<file path="src/rtl/dma_chan_seq.sv">
module dma_chan_seq #(
  parameter int AW = 32,
  parameter int CW = 24
) (
  input  logic          clk,
  input  logic          rst_n,
  input  logic          cfg_we,
  input  logic [31:0]   cfg_ctrl,
  input  logic [AW-1:0] cfg_src,
  input  logic [AW-1:0] cfg_dst,
  input  logic [CW-1:0] cfg_cnt,
  output logic [31:0]   ctrl_q,
  output logic [AW-1:0] src_q,
  output logic [AW-1:0] dst_q,
  output logic [CW-1:0] cnt_q,
  input  logic          dreq_n,
  output logic          dack,
  output logic          bus_req,
  output logic          bus_we,
  output logic [AW-1:0] bus_addr,
  output logic [2:0]    bus_size,
  output logic [63:0]   bus_wdata,
  input  logic [63:0]   bus_rdata,
  input  logic          bus_gnt,
  output logic          irq
);
  typedef enum logic [1:0] {S_IDLE, S_RD, S_WR} st_t;
  st_t st;
  logic [1:0]    beat;
  logic [63:0]   hold;
  logic          dreq_d, pend;
  logic [AW-1:0] step;

  wire       en     = ctrl_q[0];
  wire       te     = ctrl_q[1];
  wire       ie     = ctrl_q[2];
  wire [2:0] size   = ctrl_q[6:4];
  wire       burst  = ctrl_q[7];
  wire [1:0] smode  = ctrl_q[9:8];
  wire [1:0] dmode  = ctrl_q[11:10];
  wire       edge_m = ctrl_q[12];
  wire       ack_wr = ctrl_q[13];
  wire       ack_lo = ctrl_q[14];

  always_comb begin
    case (size)
      3'd0:    step = AW'(8);
      3'd1:    step = AW'(1);
      3'd2:    step = AW'(2);
      3'd3:    step = AW'(4);
      3'd4:    step = AW'(32);
      default: step = AW'(1);
    endcase
  end

  function automatic logic [AW-1:0] adv(input logic [AW-1:0] a, input logic [1:0] m,
                                        input logic [AW-1:0] s);
    case (m)
      2'b01:   adv = a + s;
      2'b10:   adv = a - s;
      default: adv = a;
    endcase
  endfunction

  wire [1:0]    last_beat = (size == 3'd4) ? 2'd3 : 2'd0;
  wire          armed     = en && !te && (cnt_q != '0);
  wire          fall      = dreq_d && !dreq_n;
  wire          want      = edge_m ? pend : !dreq_n;
  wire          cfg_ok    = cfg_we && (st == S_IDLE);
  wire          start     = (st == S_IDLE) && armed && want && !cfg_we;
  wire [AW-1:0] off       = AW'({beat, 3'b000});

  assign bus_req   = (st != S_IDLE);
  assign bus_we    = (st == S_WR);
  assign bus_addr  = (st == S_WR) ? dst_q + off : src_q + off;
  assign bus_size  = size;
  assign bus_wdata = hold;
  assign dack      = (((st == S_RD) && !ack_wr) || ((st == S_WR) && ack_wr)) ^ ack_lo;
  assign irq       = te && ie;

  always_ff @(posedge clk or negedge rst_n) begin
    if (!rst_n) begin
      dreq_d <= 1'b1;
      pend   <= 1'b0;
    end else begin
      dreq_d <= dreq_n;
      if (!armed || cfg_ok)     pend <= 1'b0;
      else if (fall && edge_m)  pend <= 1'b1;
      else if (start)           pend <= 1'b0;
    end
  end

  always_ff @(posedge clk or negedge rst_n) begin
    if (!rst_n) begin
      st     <= S_IDLE;
      beat   <= '0;
      hold   <= '0;
      ctrl_q <= '0;
      src_q  <= '0;
      dst_q  <= '0;
      cnt_q  <= '0;
    end else begin
      case (st)
        S_IDLE: begin
          if (cfg_ok) begin
            ctrl_q <= {cfg_ctrl[31:2], cfg_ctrl[1] & te, cfg_ctrl[0]};
            src_q  <= cfg_src;
            dst_q  <= cfg_dst;
            cnt_q  <= cfg_cnt;
          end else if (start) begin
            st   <= S_RD;
            beat <= '0;
          end
        end
        S_RD: begin
          if (bus_gnt) begin
            hold <= bus_rdata;
            st   <= S_WR;
          end
        end
        default: begin
          if (bus_gnt) begin
            if (beat != last_beat) begin
              beat <= beat + 2'd1;
              st   <= S_RD;
            end else begin
              beat  <= '0;
              src_q <= adv(src_q, smode, step);
              dst_q <= adv(dst_q, dmode, step);
              cnt_q <= cnt_q - CW'(1);
              if (cnt_q == CW'(1)) begin
                ctrl_q[1] <= 1'b1;
                st        <= S_IDLE;
              end else begin
                st <= burst ? S_RD : S_IDLE;
              end
            end
          end
        end
      endcase
    end
  end
endmodule

</file>
<file path="config.mk">
export PLATFORM = sky130hd
export DESIGN_NAME = dma_chan_seq
export DESIGN_NICKNAME = d
export VERILOG_FILES = /design/src/rtl/dma_chan_seq.sv
export SDC_FILE = /design/constraint.sdc
export NUM_CORES = 1
export LEC_CHECK = 0
export BUFFER_PORTS_ARGS = -buffer_cell sky130_fd_sc_hd__buf_2
export CORE_AREA = 2 2 161 163
export CTS_CLUSTER_DIAMETER = 30
export DETAILED_ROUTE_END_ITERATION = 10
export DIE_AREA = 0 0 163 165
export PLACE_DENSITY = 0.8
export SLEW_MARGIN = 40
export SYNTH_ARGS = -nofsm -noshare
export SYNTH_HDL_FRONTEND = slang
export SYNTH_SLANG_ARGS = --single-unit
export TNS_END_PERCENT = 30
</file>
<file path="constraint.sdc">
create_clock -name clk -period 4.7 [get_ports clk]
set_clock_uncertainty 0.2 [all_clocks]
set_input_delay 0 -clock clk [delete_from_list [all_inputs] [get_ports clk]]
set_output_delay 0 -clock clk [all_outputs]
set_load 0.02 [all_outputs]
</file>
**After elaboration in Yosys (flattened, before gate mapping)**

Index checks and enable logic that the tools add are counted.

- Bits in registers: 190
- Input port bits: 189
- Output and inout bits: 223
- Logic and storage cells: 111

- Add/sub/neg operators: 8
- Eq/ne operators: 16
- Multiplexer cells: 39
- Bitwise operators: 3
- Reductions and logical operators: 35

Operators by type and width:

| operator | number |
|---|---|
| 32-bit one-hot mux with 2 select lines | 4 |
| 32-bit two-way mux | 7 |
| 24-bit two-way mux | 3 |
| 32-bit adder | 2 |
| 32-bit by 5-bit adder with 32-bit output | 2 |
| 32-bit subtractor | 2 |
| 24-bit one-hot mux with 2 select lines | 1 |
| 24-bit by 1-bit == test with 1-bit output (second input constant) | 1 |
| 6-bit one-hot mux with 4 select lines | 1 |
| 24-bit nonzero test | 1 |
| 24-bit by 1-bit subtractor with 24-bit output (second input constant) | 1 |
| 2-bit two-way mux | 11 |
| 5-bit AND reduction | 3 |
| 4-bit AND reduction | 3 |
| 1-bit logical AND | 11 |
| 2-bit != test (second input constant) | 5 |
| 1-bit two-way mux | 9 |
| 3-bit nonzero test | 3 |
| 2-bit one-hot mux with 2 select lines | 2 |
| 2-bit by 1-bit == test with 1-bit output (second input constant) | 3 |
| 2-bit == test (second input constant) | 3 |
| 3-bit by 2-bit == test with 1-bit output (second input constant) | 2 |
| 2-bit nonzero test | 3 |
| 1-bit zero test | 5 |
| 11 further kinds | 13 |

**Depth between registers and ports, before layout**

- Depth after elaboration: 9
- Mapped depth: 20

**Worst setup path after synthesis**

OpenSTA, ideal clock, no wires.

- Kind: register -> output
- From: reg st[0]
- To: out bus_addr[31]
- Data arrival time: 3.901 ns
- Required time: 4.500 ns
- Setup slack: 0.599 ns
- Stages on the path, launching flop included: 19
- Buffers on the path: 4
- Path through: dfrtp_1 -> nand2b_4 -> buf_6 -> clkinv_4 -> buf_2 -> buf_1 -> clkbuf_1 -> nand2_1 -> nand2_1 -> ha_1 -> fa_1 -> inv_1 -> a211oi_4 -> and2_4 -> nand3_4 -> nor4_4 -> nand2_2 -> nor4_4 -> xnor2_1

- Longest elaborated chain between the ends: 2

RTL lines:

| item | RTL line | text |
|---|---|---|
| start: declaration | 28 | `st_t st;` |
| start signal: assignment | 135 | `st <= burst ? S_RD : S_IDLE;` |
| 2-bit == test | -- |  |
| net bus_we | 19 | `output logic bus_we,` |
| 32-bit two-way mux | 75 | `assign bus_addr = (st == S_WR) ? dst_q + off : src_q + off;` |
| end: declaration | 20 | `output logic [AW-1:0] bus_addr,` |

The timed path passes the listed nets, and every way through them passes these cells.

**Worst setup path after layout**

- From: reg st[0]
- To: out bus_addr[28]

- Longest elaborated chain between the ends: 2

RTL lines:

| item | RTL line |
|---|---|
| 2-bit == test | 75 |
| 32-bit two-way mux | 75 |

Every way passes these cells.

==> flow_summary.json <==
{
  "outcome": "finished clean",
  "drt-initial-drc-count": 1500,
  "drtAntennaViolNets": 0,
  "syn_area_um2": 12900,
  "slew_violations": 0,
  "clkTransAtPathRegs_ns": 0.07,
  "crit_path_start_kind": "flip-flop",
  "grt_pass1_vias": 13700,
  "dieArea_um2": 26900,
  "min_period_ns": 4.37,
  "vias": 14100,
  "crit_end": "bus_addr[28]",
  "r2r_slack_ns": 0.37,
  "yosysTopAreaCell": "dfrtp_1",
  "vdd_ir_drop_max_v": 0.000392,
  "async_reset_ff_frac": 1.00,
  "finalSetupTns_ns": 0,
  "critPathKind": "reg2out",
  "powerDensity_nw_per_um2": 914,
  "holdWs_ns": 0.0786,
  "startpoint": "st[0]$_DFFE_PN0P_",
  "synth.top_cell.area_share": 0.367,
  "max-cap-violations": 0,
  "grt_pass1_wl_mm": 76.1,
  "rr_endpoint": "src_q[30]$_DFFE_PN0P_",
  "core-area_um2": 25000,
  "drt-wirelength-per-cell_um": 21.5,
  "r2r-start": "ctrl_q[5]$_DFFE_PN0P_",
  "finalCritPeriodShare": 0.929,
  "yosys_register_bits": 190,
  "cts.path.max_buffers": 2,
  "initial_utilization": 0.514,
  "routabilityCongestion": 0.993,
  "synth_warnings": 0,
  "synth_most_common_cell": "dfrtp_1",
  "die_w_um": 163,
  "setup_violations": 0,
  "min_path_type": "in2reg",
  "timing.slew.headroom": 0.485,
  "drc_errors": 0,
  "syn-instance-count": 1442,
  "p_leak_nw": 8.24,
  "viasPerCell": 5.97,
  "post_cts_buffers": 0,
  "synth_edf_count": 0,
  "finalNonFillerCells": 2358,
  "r2r_cells": 14,
  "cp.arrival_ns": 4.17,
  "synth_common_cells": "189 x dfrtp_1, 152 x nand2_1, 136 x a21oi_1",
  "cts_buffers": 17,
  "drt-total-wl_mm": 50.7,
  "area_delta_synth_final_pct": 38.2,
  "worstMarginPinSlew_ns": 0.771,
  "row_count": 58,
  "drive_above_1_share": 0.294,
  "first_pass_iters": 8,
  "syn_avg_cell_area_um2": 8.93,
  "pin_count": 412,
  "ys_top_cells_by_area": "dfrtp_1 37%, mux2_2 8.6%, ha_1 6.5%",
  "final_nets": 2271,
  "track_usage": 0.368,
  "grt_max_degree": 74,
  "ctsResizeCount": 0,
  "required_ns": 4.50,
  "ys.flop_type": "dfrtp_1",
  "grt_setup_unrepaired": "false",
  "die_h_um": 165,
  "clock_latency_ns": 0.45,
  "cts_tree": "yes",
  "synth_nets": 1701,
  "dp_cells": 2129,
  "globalRoute.totalOverflow": 0,
  "crit_fanout": 14,
  "cp-end-kind": "primary output",
  "portBuffers": 411,
  "finalHoldViolations": 0,
  "root_buffer": "clkbuf_16",
  "yosysUniqueCellTypes": 80,
  "h-tree-depth": 4,
  "ys_seq_area_frac": 0.369,
  "antenna_found_initial": 2,
  "dpl.hpwl_mm": 34.3,
  "max_freq_ghz": 0.229,
  "cts_num_sinks": 190
}
state kept, by name (all words and copies together) (netlist names):
name	cells
beat	2
bus_wdata	64
cnt_q	24
ctrl_q	32
dreq_d	1
dst_q	32
pend	1
src_q	32
st	2
worst min path at each step:
stage,startpoint,depth (start not counted),to,slack (ns)
2_1_floorplan,rst_n,0,beat[0]$_DFFE_PN0P_,-0.50
3_3_place_gp,dreq_n,1,dreq_d$_DFF_PN1_,-0.08
3_5_place_dp,rst_n,1,dst_q[19]$_DFFE_PN0P_,-0.17
4_1_cts,dreq_n,2,dreq_d$_DFF_PN1_,0.07
5_1_grt,dreq_n,2,dreq_d$_DFF_PN1_,0.07
6_report,dreq_n,2,dreq_d$_DFF_PN1_,0.08
through the flow:
step	instance area [µm²]	setup WS, ns	util	total power, mW
after floorplan	12900	0.599	-	11.0
after global placement	15200	0.707	0.607	13.9
after detailed placement	15200	0.512	0.607	14.1
after CTS	17800	0.293	0.710	15.9
after global routing	17800	0.0987	0.711	17.3
final	17800	0.333	0.711	16.3
cells by family (layout without fill, tap and decap cells):
group,after synthesis,after routing,synth area share
DFF,190,190,0.369
buffers and inverters,98,680,0.0322
adders and majority gates,70,70,0.0698
xor gates and xnor gates,71,71,0.0483
and+or+nand+nor,481,482,0.182
muxes,121,121,0.105
AOI/OAI and AO/OA,411,411,0.194
other,0,3,0
timing repair:
item                                   4_1_cts  5_1_grt
endpoints found under the hold margin      328        0
hold buffers                               193        0
setup endpoints to repair                    0        1
where the power goes:
| group | total [mW] | leakage [nW] | switching [mW] | internal [mW] |
|---|---|---|---|---|
| registers | 3.57 | 2.20 | 1.12 | 2.44 |
| logic | 11.1 | 5.74 | 6.86 | 4.27 |
| clock network | 1.57 | 0.301 | 0.821 | 0.749 |
| total | 16.3 | 8.24 | 8.80 | 7.47 |
metal layers:
| metal | share of wire | vias to the layer above | routed length [µm] | global-route usage |
|---|---|---|---|---|
| li1 | - | 6370 | - | - |
| met1 | 0.38 | 6590 | 19200 | 0.446 |
| met2 | 0.47 | 913 | 24100 | 0.620 |
| met3 | 0.089 | 196 | 4520 | 0.0711 |
| met4 | 0.058 | 0 | 2930 | 0.199 |
| met5 | 0 | - | 0 | 0 |
critical path, stage by stage, from the launching register on:
cell and delay [ns]:
dfrtp_1 0.59, nand2b_4 0.35, clkinv_4 0.19, nand2_1 0.10, nand2_1 0.08, ha_1 0.28, a21oi_1 0.12, nor4_4 0.41
nand2_1 0.14, nor2_1 0.26, nand2_1 0.20, nor3b_2 0.32, nand2_1 0.12, xor2_1 0.15, mux2i_1 0.21, buf_2 0.21
final cells by class:
cell class                      instances  area [µm²]
Antenna cell                            3        7.51
Clock buffer                           18         439
Clock inverter                         14         185
Timing Repair Buffer                  622        4150
Inverter                               26         103
Multi-Input combinational cell       1155        7740
Sequential cell                       190        4760
Fill cell                            1889        7240
Tap cell                              330         413
layout by cell type (no fill, tap or decap), types with 21 or more instances in the layout:
cell,count
dlygate4sd3_1,192
buf_2,410
mux2i_1,22
xor2_1,31
xnor2_1,40
nor3_1,35
a21o_1,30
nand2_1,150
a31oi_1,21
ha_1,67
inv_1,23
a21oi_1,136
nand2b_1,23
nand3_1,34
nor2_1,128
o21ai_0,114
dfrtp_1,189
mux2_2,98
Power figures use the tool's default switching activity.
